## config.mk

```make
export PLATFORM = sky130hd
export DESIGN_NAME = tdj_seq
export DESIGN_NICKNAME = d
export VERILOG_FILES = /design/src/rtl/tdj_pkg.sv /design/src/rtl/tdj_ctrl.sv /design/src/rtl/tdj_index.sv /design/src/rtl/tdj_bank.sv /design/src/rtl/tdj_seq.sv
export SDC_FILE = /design/constraint.sdc
export NUM_CORES = 1
export LEC_CHECK = 0
export BUFFER_PORTS_ARGS = -buffer_cell sky130_fd_sc_hd__clkbuf_2
export CORE_MARGIN = 3
export CORE_UTILIZATION = 52
export CTS_CLUSTER_DIAMETER = 50
export DETAILED_ROUTE_END_ITERATION = 7
export HOLD_SLACK_MARGIN = 0.12
export PLACE_DENSITY_LB_ADDON = 0.1
export SLEW_MARGIN = 20
export SYNTH_ARGS = -nofsm -noshare
export SYNTH_HDL_FRONTEND = slang
export SYNTH_SLANG_ARGS = --single-unit
```

## constraint.sdc

```tcl
create_clock -name clk -period 2.2 [get_ports clk]
set_input_delay 0.11 -clock clk [delete_from_list [all_inputs] [get_ports clk]]
set_output_delay 0.11 -clock clk [all_outputs]
set_load 0.05 [all_outputs]
```

## src/rtl/tdj_pkg.sv

```systemverilog
package tdj_pkg;
  typedef enum logic [2:0] {
    ST_IDLE,
    ST_RD_REG,
    ST_BANK_TBL,
    ST_RD_TBL,
    ST_BANK_HOME,
    ST_JUMP
  } tdj_state_e;
endpackage

```

## src/rtl/tdj_ctrl.sv

```systemverilog
module tdj_ctrl
  import tdj_pkg::*;
(
  input  logic clk,
  input  logic rst_n,
  input  logic start_i,
  input  logic rvalid_i,
  output logic busy_o,
  output logic req_o,
  output logic sel_tbl_o,
  output logic accept_o,
  output logic reg_cap_o,
  output logic vec_cap_o,
  output logic to_tbl_o,
  output logic to_home_o,
  output logic done_o
);
  tdj_state_e state_q, state_d;

  always_comb begin
    state_d = state_q;
    unique case (state_q)
      ST_IDLE:      if (start_i)  state_d = ST_RD_REG;
      ST_RD_REG:    if (rvalid_i) state_d = ST_BANK_TBL;
      ST_BANK_TBL:                state_d = ST_RD_TBL;
      ST_RD_TBL:    if (rvalid_i) state_d = ST_BANK_HOME;
      ST_BANK_HOME:               state_d = ST_JUMP;
      ST_JUMP:                    state_d = ST_IDLE;
      default:                    state_d = ST_IDLE;
    endcase
  end

  always_ff @(posedge clk or negedge rst_n) begin
    if (!rst_n) state_q <= ST_IDLE;
    else        state_q <= state_d;
  end

  assign busy_o    = (state_q != ST_IDLE);
  assign req_o     = (state_q == ST_RD_REG) || (state_q == ST_RD_TBL);
  assign sel_tbl_o = (state_q == ST_RD_TBL);
  assign accept_o  = (state_q == ST_IDLE) && start_i;
  assign reg_cap_o = (state_q == ST_RD_REG) && rvalid_i;
  assign vec_cap_o = (state_q == ST_RD_TBL) && rvalid_i;
  assign to_tbl_o  = (state_q == ST_BANK_TBL);
  assign to_home_o = (state_q == ST_BANK_HOME);
  assign done_o    = (state_q == ST_JUMP);
endmodule

```

## src/rtl/tdj_index.sv

```systemverilog
module tdj_index #(
  parameter int DW = 16,
  parameter int AW = 16
) (
  input  logic [DW-1:0] reg_val_i,
  output logic [AW-1:0] offset_o
);
  // Upper byte times two: shift so the byte's LSB lands on bit 1.
  localparam int SHIFT = DW - 9;
  logic [DW-1:0] shifted;

  always_comb begin
    shifted  = (reg_val_i >> SHIFT) & ~DW'(1);
    offset_o = AW'(shifted);
  end
endmodule

```

## src/rtl/tdj_bank.sv

```systemverilog
module tdj_bank #(
  parameter int BANK_W = 2,
  parameter logic [BANK_W-1:0] HOME_BANK = '0,
  parameter logic [BANK_W-1:0] TBL_BANK  = BANK_W'(1)
) (
  input  logic              clk,
  input  logic              rst_n,
  input  logic              to_tbl_i,
  input  logic              to_home_i,
  output logic [BANK_W-1:0] bank_o
);
  logic [BANK_W-1:0] bank_q, bank_d;
  logic              bank_en;

  assign bank_en = to_tbl_i || to_home_i;
  assign bank_d  = to_tbl_i ? TBL_BANK : HOME_BANK;

  always_ff @(posedge clk or negedge rst_n) begin
    if (!rst_n)       bank_q <= HOME_BANK;
    else if (bank_en) bank_q <= bank_d;
  end

  assign bank_o = bank_q;
endmodule

```

## src/rtl/tdj_seq.sv

```systemverilog
module tdj_seq #(
  parameter int AW = 16,
  parameter int DW = 16,
  parameter int BANK_W = 2,
  parameter logic [BANK_W-1:0] HOME_BANK = '0,
  parameter logic [BANK_W-1:0] TBL_BANK  = BANK_W'(1)
) (
  input  logic              clk,
  input  logic              rst_n,
  input  logic              start_i,
  input  logic [AW-1:0]     src_addr_i,
  input  logic [AW-1:0]     tbl_base_i,
  output logic              mem_req_o,
  output logic [AW-1:0]     mem_addr_o,
  input  logic [DW-1:0]     mem_rdata_i,
  input  logic              mem_rvalid_i,
  output logic [BANK_W-1:0] bank_sel_o,
  output logic              busy_o,
  output logic              done_o,
  output logic [AW-1:0]     new_pc_o
);
  logic          accept, reg_cap, vec_cap, to_tbl, to_home, sel_tbl;
  logic [AW-1:0] src_q, base_q, tmp_q, vec_q, offset;

  tdj_ctrl u_ctrl (
    .clk       (clk),
    .rst_n     (rst_n),
    .start_i   (start_i),
    .rvalid_i  (mem_rvalid_i),
    .busy_o    (busy_o),
    .req_o     (mem_req_o),
    .sel_tbl_o (sel_tbl),
    .accept_o  (accept),
    .reg_cap_o (reg_cap),
    .vec_cap_o (vec_cap),
    .to_tbl_o  (to_tbl),
    .to_home_o (to_home),
    .done_o    (done_o)
  );

  tdj_index #(.DW(DW), .AW(AW)) u_index (
    .reg_val_i (mem_rdata_i),
    .offset_o  (offset)
  );

  tdj_bank #(.BANK_W(BANK_W), .HOME_BANK(HOME_BANK), .TBL_BANK(TBL_BANK)) u_bank (
    .clk       (clk),
    .rst_n     (rst_n),
    .to_tbl_i  (to_tbl),
    .to_home_i (to_home),
    .bank_o    (bank_sel_o)
  );

  // Operand latches, loaded once per accepted start.
  always_ff @(posedge clk or negedge rst_n) begin
    if (!rst_n) begin
      src_q  <= '0;
      base_q <= '0;
    end else if (accept) begin
      src_q  <= src_addr_i;
      base_q <= tbl_base_i;
    end
  end

  // Private temporary holding the table offset.
  always_ff @(posedge clk or negedge rst_n) begin
    if (!rst_n)       tmp_q <= '0;
    else if (reg_cap) tmp_q <= offset;
  end

  // Fetched vector.
  always_ff @(posedge clk or negedge rst_n) begin
    if (!rst_n)       vec_q <= '0;
    else if (vec_cap) vec_q <= AW'(mem_rdata_i);
  end

  assign mem_addr_o = sel_tbl ? (base_q + tmp_q) : src_q;
  assign new_pc_o   = vec_q;
endmodule

```

Word-level counts from Yosys, hierarchy flattened --
Cells that the tools add are included. W data, S select, Z words.
Cells by class: mux-type cells 6, equal/unequal tests 8, add/sub/neg operators 1, reduce and logical (&&, ||, !) cells 8
Operators with widths (count):
- $add A16 B9 Y16 | 1
- $mux W16 | 1
- $pmux W3 S5 | 1
- $mux W3 | 3
- $eq A3 B2 Y1 const B | 2
- $eq A3 B3 Y1 const B | 2
- $ne A2 B2 Y1 const B | 3
- $eq A3 B1 Y1 const B | 1
- $logic_and A1 B1 Y1 | 3
- $logic_not A3 Y1 | 1
- $reduce_and A3 Y1 | 1
- $reduce_bool A3 Y1 | 1
- $logic_or A1 B1 Y1 | 2
- $mux W1 | 1
Word-level totals: input port bits 52, output and inout bits 37, logic and storage cells 29, bits in registers 61

Logic depth before layout (Yosys ltp) --
Gate-level depths: netlist of run 1.
depth in word-level cells 3, mapped depth 8, gate-level depth less buffers 8

By module --
Synthesis of run 1 repeated with hierarchy kept, for this count alone.
Second synthesis, totals: cells, all modules 299, area, all modules 3628.5 sq um
By module, submodules not included:
- tdj_seq | seq. area each 1601.5 sq um, times used 1, area each 3254.4 sq um, cells an instance 256
- tdj_ctrl | seq. area each 75.1 sq um, times used 1, area each 202.7 sq um, cells an instance 21
- tdj_index | seq. area each 0.0 sq um, times used 1, area each 123.9 sq um, cells an instance 17
- tdj_bank | seq. area each 25.0 sq um, times used 1, area each 47.5 sq um, cells an instance 5

Worst setup path after synthesis of run 1 --
Ideal clock, no wire load.
path type register to output, start register base_q[1], end output mem_addr_o[9], stages on the path, launching flop included 9, arrival time 2754 ps, data required time 2090 ps, path buffers 0, path slack -664 ps, path through dfrtp_1 -> ha_1 -> inv_1 -> fa_1 -> nand2b_1 -> a21oi_1 -> nand2b_1 -> a31oi_1 -> o31ai_1
On the way: cells in the longest elaborated chain, start to end 2
RTL lines:
- start: declaration | line tdj_seq.sv:23 | logic [AW-1:0] src_q, base_q, tmp_q, vec_q, offset;
- start signal: assignment | line tdj_seq.sv:61 | base_q <= tbl_base_i;
- $add A16 B9 Y16 | line tdj_seq.sv:77 | assign mem_addr_o = sel_tbl ? (base_q + tmp_q) : src_q;
- $mux W16 | line tdj_seq.sv:77
- end: declaration | line tdj_seq.sv:14 | output logic [AW-1:0] mem_addr_o,
Every way passes these cells.

Final worst setup path of run 1 --
start register base_q[1], end output mem_addr_o[15]
Same word-level chain as after synthesis.

==> results of run 1 <==
==> sequential cells by signal, summed over array words and instances (netlist names) <==
signal and flops:
tmp_q 8, u_ctrl.state_q 3, new_pc_o 16, u_bank.bank_o 1, base_q 16, src_q 16
==> placed cells by master, fill, tap and decap left out, types with 2 or more instances in the layout <==
cell and n:
clkbuf_2 74, clkbuf_8 16, nand2_1 26, a21o_1 2, o211ai_1 3, mux2_2 29, buf_8 3, inv_1 6
xor2_1 11, a21oi_2 2, dlygate4sd3_1 50, nand4_1 2, buf_6 2, nand2b_4 2, buf_2 2, nor2_1 5
buf_12 5, buf_4 19, o21ai_1 9, a211oi_2 2, ha_4 7, nor2_2 2, o21ai_2 8, mux2_4 26
o21ai_0 7, dfrtp_1 60, a21oi_1 5
==> area by class of cell <==
cell class	instances	area (um2)	share of cell area (%)
repair buffers	159	1240	25.94
inverters	7	26.28	0.5496
clock buffers	13	178.9	3.742
flip-flops and latches	60	1501	31.41
clock inverters	3	42.54	0.8898
multi-input cells	171	1702	35.59
well taps	72	90.09	1.884
==> logic make-up after synthesis <==
family	count (synthesis)	synth area share, %
fa+ha+maj	9	3.890
compound gates	49	9.238
mux	55	23.22
other cells	1	0.1214
xor+xnor	13	3.687
buf+inv	17	4.052
simple gates	44	7.172
flops	60	48.62
==> routing by layer <==
layer | vias up | GRT usage, % | wire (um)
met1 | 1191 | 29.40 | 3448
met5 | - | 0 | 0
met2 | 82 | 35.50 | 3567
met3 | 13 | 5.655 | 373
li1 | 1195 | - | -
met4 | 0 | 10.55 | 161
==> worst register-to-register path, cell delays in order (launching register included) <==
cell and delay, ns:
dfrtp_1 0.49, or3_4 0.47, nor2_8 0.10, buf_12 0.25
mux2_2 0.38
==> stage by stage <==
| step | util [%] | cell area (um2) | setup WS [ns] | hold WS [ns] | setup TNS [ns] |
|---|---|---|---|---|---|
| after floorplan | - | 3127 | -0.2412 | -0.1856 | -0.2412 |
| after global placement | 65.42 | 3691 | 0.02007 | 0.04965 | 0 |
| after detailed placement | 65.42 | 3691 | -0.01850 | 0.05186 | -0.01850 |
| after CTS | 83.92 | 4735 | -0.2138 | 0.1458 | -0.9650 |
| after global routing | 84.74 | 4781 | -0.2691 | 0.1660 | -1.971 |
| final | 84.74 | 4781 | -0.1951 | 0.1491 | -1.016 |
==> what timing repair did <==
item / CTS / global route
buffers inserted: 11 / 3
hold buffers: 50 / 0
hold endpoints to repair: 117 / 0
resized for setup: 42 / 16
setup endpoints to repair: 11 / 11
pin swaps: 17 / 14
==> worst max path at each step <==
stage	cells past startpoint	slack, ns	to	start
6_report	9	-0.20	mem_addr_o[15]	base_q[1]
4_1_cts	9	-0.21	mem_addr_o[9]	tmp_q[1]
3_3_place_gp	9	0.02	mem_addr_o[15]	base_q[1]
5_1_grt	10	-0.27	mem_addr_o[9]	tmp_q[1]
2_1_floorplan	8	-0.24	mem_addr_o[9]	base_q[1]
3_5_place_dp	9	-0.02	mem_addr_o[15]	tmp_q[1]
==> out/metrics.csv, run 1 <==
metric;value;unit
status;finished with violations;
failing checks;negative setup slack;
GRT overflow;0;
FMAX;417.5;MHz
Crit. End Element;primary output;
crit start category;flip-flop;
number of CTS-inserted buffers;9;
Top delay family on crit path;adder cells;
clk_lat worst skew;0.34;ns
num rows;27;
root buffer cell;clkbuf_8;
post-synth cell types;38;
Routed Antenna Nets;0;
syn_nets;309;
Fin. Hold Viols;0;
Clock transition at path regs;0.07;ns
fin. max-slew vios;0;
GRT Util Overall;22.61;%
Crit path required time;2.09;ns
top-count cell post-synth;dfrtp_1;
Hold/Removal Path Class;in2reg;
Final #Nets;469;
core area;0.005642;mm2
post-synth top area cell;dfrtp_1;
count of non-filler cells in the finished layout;485;
CTS tree;built;
synth cell count leaders;dfrtp_1 (60), mux2_2 (29), mux2_4 (26), nand2_1 (26), o21ai_0 (25);
RR Startpoint;u_ctrl.state_q[1];
Via density;5.115;
RSZ-0062 raised after global routing;yes;
largest net degree at the start of global routing;35;
DRT iter0 DRCs;83;
layout overhead on the synthesized area;54.82;%
Arrival @ worst endpoint;2.29;ns
Post-synth ARST share;100.0;%
kind of critical path;reg2out;
routability cong.;0.7659;
htree depth;3;
I/O Buffers;87;
hold path cells;4;
Pre-antenna DRT Iters;4;
initial antenna violation count;0;
Mapped Area;0.003088;mm2
fin crit period;2.395;ns
worst-case clock buffer depth;2;
final setup skew;0.006662;ns
slowest CP cell;dfrtp_1;
Post-synth EDFFs;0;
Synth top area share;48.62;%
CP Max Fanout;3;
Post-synth top flop;dfrtp_1;
routed length per placed instance;15.57;um
register area share after synthesis;48.62;%
flop-to-flop setup slack;0.39;ns
# Max-Cap Violations;0;
DRC;0;
clk sinks;60;
WL final;7551;um
Worst Slack Setup Final;-0.1951;ns
share of layout cells above drive strength 1;52.78;%
Starting Density;54.73;%
Tcrit/Tclk final;108.9;%
CP max stage delay;0.35;ns
#FFs+latches synth;60;
Mapped Avg Cell Area;12.45;um2
Crit path buffers/inverters;2;
Hold Startpoint;mem_rvalid_i;
RR Endpoint;base_q[3];
CP Cell Sequence;ha_2 -> inv_2 -> fa_2 -> nand2b_4 -> a21oi_4 -> o2111ai_1 -> xor2_1 -> o21ai_4 -> clkbuf_8;
vias in the first global route;2571;
Die Width;83.06;um
Reg2Reg Depth;4;
HPWL after detailed placement;4573;um
Cells after Synth;248;
WHS Endpoint;u_ctrl.state_q[1];
FILL cells;309;
Die Y;83.06;um
die area;0.006899;mm2
first-pass GRT wire length;12460;um
Vias;2481;
Antenna Diode Count;0;
dominant cells by area after synthesis;dfrtp_1 (49%), mux2_4 (13%), mux2_2 (11%);
final setup violation count;9;
# IOs;89;
Placed Cells;406;
Synth warnings;0;
Power of run 1 is not shown: default switching activity piles up to over one toggle a cycle in this logic, so the estimate is an artifact.
==> run 2: changes to the inputs <==
==> constraint.sdc (replaced) <==
create_clock -name clk -period 2.6 [get_ports clk]
set_input_delay 0.13 -clock clk [delete_from_list [all_inputs] [get_ports clk]]
set_output_delay 0.13 -clock clk [all_outputs]
set_load 0.05 [all_outputs]
==> run 2 against run 1 <==
Net effect: the run now ends clean; clock skew is 0.0026 ns higher; flip-flop and latch count did not move; first-iteration DRC count rose by 36%; non-clock buffer count fell by 16; sequential share of layout area up 3.4 points; critical path depth down 2; final area down 9.7%; hold slack got worse by 0.012 ns; largest cell class unchanged; register-to-register slack improved by 0.25 ns; final cell count fell by 3.3%; die area did not move.
==> out/metrics.csv, run 2 (synthesis results as in run 1) <==
metric;value;unit;change
RR Endpoint;base_q[13];;
Vias;2356;;-5.0%
Arrival @ worst endpoint;2.39;ns;+0.10 ns
# Max-Cap Violations;0;;unchanged
Reg2Reg Depth;4;;unchanged
Crit path buffers/inverters;1;;-1
Pre-antenna DRT Iters;4;;unchanged
GRT Util Overall;20.97;%;-1.6 points
DRT iter0 DRCs;113;;+36%
Via density;5.023;;-1.8%
Fin. Hold Viols;0;;unchanged
clk sinks;60;;unchanged
CP startpoint;base_q[3];;
layout overhead on the synthesized area;39.83;%;
worst-case clock buffer depth;2;;unchanged
htree depth;3;;unchanged
fin crit period;2.518;ns;
GRT overflow;0;;unchanged
initial antenna violation count;0;;unchanged
flop-to-flop setup slack;0.64;ns;+0.25 ns
Die Width;83.06;um;unchanged
Worst Slack Setup Final;0.08203;ns;+0.2772 ns
RSZ-0062 raised after global routing;yes;;
Most Frequent Cell on Critical Path;o21ai_0;;
slowest CP cell;ha_1;;
# IOs;89;;unchanged
Die Y;83.06;um;unchanged
final setup violation count;0;;-9
fin. max-slew vios;0;;unchanged
normalized max-slew margin;54.28;%;
largest net degree at the start of global routing;28;;-20%
first-pass GRT wire length;11760;um;-5.6%
Top delay family on crit path;compound AO/OA/AOI/OAI gates;;
critical path depth;7;;-2
Final #Nets;453;;-3.4%
status;finished, final reports clean;;
routed length per placed instance;14.55;um;-6.5%
DRC;0;;unchanged
CP Max Fanout;4;;+1
clk_lat worst skew;0.35;ns;about the same
FILL cells;377;;+22%
final setup skew;0.009258;ns;+0.002595 ns
Crit. End Element;primary output;;
FMAX;397.1;MHz;
CTS tree;built;;
die area;0.006899;mm2;unchanged
end point of the critical path;mem_addr_o[8];;
Starting Density;54.73;%;unchanged
Clock transition at path regs;0.07;ns;about the same
crit start category;flip-flop;;
vias in the first global route;2522;;-1.9%
HPWL after detailed placement;4571;um;about the same
post-CTS setup buffer count;0;;-11
core area;0.005642;mm2;unchanged
RR Startpoint;u_ctrl.state_q[1];;
Worst Tran Pin Value;0.6842;ns;
CP max stage delay;0.39;ns;+0.04 ns
I/O Buffers;87;;unchanged
root buffer cell;clkbuf_8;;
number of CTS-inserted buffers;9;;unchanged
Routed Antenna Nets;0;;unchanged
Hold/Removal Path Class;in2reg;;
CP Cell Sequence;ha_1 -> o211ai_1 -> o21ai_0 -> a31oi_1 -> xor2_1 -> o21ai_0 -> buf_4;;
most common cell after layout, fill and taps aside;clkbuf_2;;
routability cong.;0.8633;;+13%
most frequent cells in the layout;clkbuf_2 (82), dfrtp_1 (60), dlygate4sd3_1 (50), mux2_2 (29);;
hold path cells;3;;-1
pre-CTS setup slack;0.1765;ns;+0.1950 ns
num rows;27;;unchanged
Antenna Diode Count;0;;unchanged
Crit path required time;2.47;ns;+0.38 ns
Tcrit/Tclk final;96.84;%;
WL final;6824;um;-9.6%
share of layout cells above drive strength 1;45.09;%;-7.7 points
kind of critical path;reg2out;;
-- run 2: changes by cell type in the layout (fill, tap and decap cells not counted), moves of 3 or more --
cell,before,now
buf_8,3,0
clkbuf_8,16,10
o21ai_2,8,0
clkbuf_2,74,82
buf_12,5,0
buf_4,19,7
o21ai_0,7,17
ha_1,0,6
ha_4,7,1
-- run 2: per-layer routing --
metal / global-route usage [%] / routed length (um) / vias to the layer above
li1: - / - / 1167
met1: 27.85 / 3180 / 1110
met2: 32.87 / 3206 / 75
met3: 7.044 / 386 / 4
met4: 5.795 / 50 / 0
met5: 0 / 0 / -
-- run 2: repair_timing --
item,CTS,global route
gates resized for setup,10,12
endpoints found under the setup margin,6,7
endpoints found under the hold margin,74,0
hold buffers,50,0
pin swaps,2,2
-- run 2: worst min path at each step --
stage	to	startpoint	slack (ns)
after floorplan	base_q[0]	rst_n	-0.17
after global routing	u_ctrl.state_q[0]	mem_rvalid_i	0.14
after detailed placement	src_q[0]	rst_n	0.08
after CTS	u_ctrl.state_q[0]	mem_rvalid_i	0.12
after global placement	src_q[0]	rst_n	0.07
final	u_ctrl.state_q[0]	mem_rvalid_i	0.14
-- run 2: worst reg2reg max path: cells and delay by family, from the launching register on --
family        cells  cell delay, ns
simple gates      2            0.75
buf+inv           1            0.28
mux               1            0.32
flops             1            0.50
-- run 2: cell type report --
cell class / count / area (um2) / share of cell area (%)
clock inverters: 7 / 51.30 / 1.188
well taps: 72 / 90.09 / 2.086
inverters: 7 / 26.28 / 0.6085
flip-flops and latches: 60 / 1501 / 34.77
clock buffers: 9 / 123.9 / 2.869
repair buffers: 143 / 1001 / 23.18
multi-input cells: 171 / 1524 / 35.29
-- run 2: metrics by stage --
stage	instance area (um2)	utilization, %	hold WS (ns)	std cells	TNS [ns]
3_3_place_gp	3565	63.18	0.06929	403	0
3_5_place_dp	3565	63.18	0.07771	403	0
6_report	4318	76.54	0.1366	469	0
4_1_cts	4288	76.00	0.1204	469	0
2_1_floorplan	3093	-	-0.1656	248	0
5_1_grt	4318	76.54	0.1384	469	-0.04836
Power of run 2 is left out for the same reason.
==> run 3: changes to the inputs <==
--- a/config.mk
+++ b/config.mk
@@ -7,12 +7,13 @@
 export LEC_CHECK = 0
 export BUFFER_PORTS_ARGS = -buffer_cell sky130_fd_sc_hd__clkbuf_2
 export CORE_MARGIN = 3
-export CORE_UTILIZATION = 52
+export CORE_UTILIZATION = 54
 export CTS_CLUSTER_DIAMETER = 50
 export DETAILED_ROUTE_END_ITERATION = 7
 export HOLD_SLACK_MARGIN = 0.12
-export PLACE_DENSITY_LB_ADDON = 0.1
+export PLACE_DENSITY = 0.81
 export SLEW_MARGIN = 20
 export SYNTH_ARGS = -nofsm -noshare
 export SYNTH_HDL_FRONTEND = slang
+export SYNTH_HIERARCHICAL = 1
 export SYNTH_SLANG_ARGS = --single-unit
==> run 3 against run 2 <==
Net effect: the flow now finishes with violations (negative setup slack); register-to-register slack better by 0.02 ns; via count is 20% higher; clock-buffer cell count is 3 higher; critical path depth is 1 higher; critical path type unchanged; critical endpoint is now mem_addr_o[12]; largest cell class unchanged; highest routed layer unchanged.
==> out/metrics.csv, run 3 <==
metric;value;unit;change
post-synth top area cell;dfrtp_1;;
Post-synth EDFFs;0;;unchanged
fin crit period;2.708;ns;+0.1902 ns
share of layout cells above drive strength 1;47.51;%;+2.4 points
htree depth;3;;unchanged
worst-case clock buffer depth;2;;unchanged
synth cell count leaders;mux2_2 (74), dfrtp_1 (68), buf_4 (17);;
clk_lat worst skew;0.34;ns;about the same
Routed Antenna Nets;0;;unchanged
number of CTS-inserted buffers;9;;unchanged
kind of critical path;reg2out;;
dominant cells by area after synthesis;dfrtp_1 (47%), mux2_2 (23%), ha_1 (5.2%);;
status;finished with violations;;
fraction of the mapped netlist area in simple logic gates;5.724;%;-1.4 points
Pre-antenna DRT Iters;4;;unchanged
Mapped Area;0.003628;mm2;+18%
failing checks;negative setup slack;;
GRT overflow;0;;unchanged
largest net degree at the start of global routing;40;;+43%
Tcrit/Tclk final;104.2;%;+7.3 points
Antenna Diode Count;0;;unchanged
WL final;8689;um;+27%
GRT Util Overall;23.79;%;+2.8 points
Clock transition at path regs;0.07;ns;about the same
most frequent cells in the layout;clkbuf_2 (76), mux2_2 (69), dfrtp_1 (68), dlygate4sd3_1 (51);;
routed length per placed instance;16.74;um;+15%
Worst Slack Setup Final;-0.1082;ns;-0.1902 ns
normalized max-slew margin;39.28;%;-15 points
HPWL after detailed placement;5541;um;+21%
#FFs+latches synth;68;;+13%
most common cell after layout, fill and taps aside;clkbuf_2;;
# Max-Cap Violations;0;;unchanged
Post-synth top flop;dfrtp_1;;
RSZ-0062 raised after global routing;yes;;
Synth warnings;6;;+6
DRT iter0 DRCs;108;;-4.4%
Via density;5.443;;+8.4%
Die Width;87.97;um;+5.9%
Hold/Removal Path Class;in2async;;
layout overhead on the synthesized area;39.90;%;about the same
DRC;0;;unchanged
xor and xnor fraction of the mapped netlist area;2.655;%;-1.0 points
Crit path required time;2.47;ns;about the same
mux cell area share after synthesis;22.97;%;-0.25 points
largest family of logic cells by synthesized area;multiplexers;;
Vias;2825;;+20%
initial antenna violation count;0;;unchanged
Mapped Avg Cell Area;12.14;um2;-2.5%
Arrival @ worst endpoint;2.58;ns;+0.19 ns
RR Startpoint;u_ctrl/state_q[0];;
CTS tree;built;;
FMAX;369.2;MHz;-7.0%
FILL cells;376;;-0.27%
Fin. Hold Viols;0;;unchanged
Synth top area share;46.90;%;-1.7 points
Post-synth ARST share;100.0;%;unchanged
CP startpoint;tmp_q[0];;
fin. max-slew vios;0;;unchanged
# IOs;89;;unchanged
final setup violation count;4;;+4
Final #Nets;505;;+11%
Crit. End Element;primary output;;
top-count cell post-synth;mux2_2;;
Die Y;87.97;um;+5.9%
final setup skew;0.006897;ns;-0.002360 ns
die area;0.007739;mm2;+12%
vias in the first global route;2940;;+17%
Placed Cells;447;;+11%
core area;0.006422;mm2;+14%
synthesized-area fraction occupied by adder cells;5.724;%;+1.8 points
I/O Buffers;87;;unchanged
root buffer cell;clkbuf_8;;
crit start category;flip-flop;;
count of non-filler cells in the finished layout;519;;+11%
Starting Density;56.50;%;+1.8 points
clk sinks;68;;+13%
first-pass GRT wire length;14080;um;+20%
Worst Tran Pin Value;0.9108;ns;+0.2266 ns
num rows;29;;+7.4%
Cells after Synth;299;;+21%
compound-gate portion of the synthesized area;10.45;%;+1.2 points
register area share after synthesis;46.90;%;-1.7 points
routability cong.;0.9891;;+15%
CP Max Fanout;3;;-1
post-synth cell types;49;;+29%
[run 3: cell count changes after synthesis, moves of 6 or more]
cell	change
dfrtp_1	+8
clkbuf_1	+8
a21oi_1	+6
mux2_2	+45
mux2_4	-26
xor2_1	-9
o21ai_0	-16
xnor2_1	+7
ha_1	+7
buf_4	+15
nand2_1	-13
[run 3: critical path, stage by stage, from the launching register on]
cell and delay (ns):
dfrtp_1 0.39, ha_2 0.21, fa_2 0.34, a21o_1 0.20, a221o_1 0.37, a211oi_2 0.22
xnor2_1 0.09, mux2_4 0.27, buf_8 0.15
[run 3: repair_timing]
action,4_1_cts,5_1_grt
gates resized for setup,22,28
hold buffers,51,0
endpoints found under the setup margin,8,9
pin swaps,4,8
hold endpoints to repair,97,0
setup buffers,2,3
[run 3: per-layer routing]
layer	GRT usage [%]	share of wire, %
met1	28.59	42
met2	42.33	53
met4	6.555	1.5
met3	5.927	3.9
met5	0	0
[run 3: worst paths after layout]
kind	to	slack, ns	depth (start not counted)
worst max-delay path	mem_addr_o[12]	-0.11	8
worst min-delay path	tmp_q[11]	0.46	2
worst max register to register	new_pc_o[10]	0.66	3
worst min register to register	u_bank/bank_o[0]	0.49	1
max in group asynchronous	new_pc_o[8]	1.48	3
min in group clk	u_bank/bank_o[0]	0.49	1
[run 3: final cells by class]
type	instances	area [um2]	share of cell area [%]
Multi-Input combinational cell	203	1894	37.32
Clock inverter	4	72.57	1.430
Timing Repair Buffer	149	1144	22.53
Clock buffer	12	145.1	2.859
Inverter	6	22.52	0.4437
Tap cell	77	96.34	1.898
Sequential cell	68	1702	33.52
[run 3: cells by family (layout without fill, tap and decap cells)]
family | after synthesis | after routing
multiplexers | 74 | 74
flip-flops | 68 | 68
AO/OA/AOI/OAI | 54 | 54
AND/OR/NAND/NOR | 39 | 39
buffers and inverters | 35 | 171
adder cells (fa/ha/maj) | 16 | 16
XOR/XNOR | 11 | 11
other | 2 | 9
[run 3: stage by stage]
stage / setup WS (ns) / util [%] / setup TNS [ns] / hold slack, ns / instance area (um2)
final: -0.1082 / 79.04 / -0.2229 / 0.4560 / 5076
after global routing: -0.2081 / 79.04 / -0.7501 / 0.5238 / 5076
after CTS: -0.1993 / 77.25 / -0.4271 / 0.4876 / 4961
after detailed placement: 0.06228 / 64.39 / 0 / 0.3148 / 4135
after global placement: 0.08994 / 64.39 / 0 / 0.3023 / 4135
after floorplan: -0.04457 / - / -0.04457 / -0.1656 / 3686
Power of run 3 is left out for the same reason.
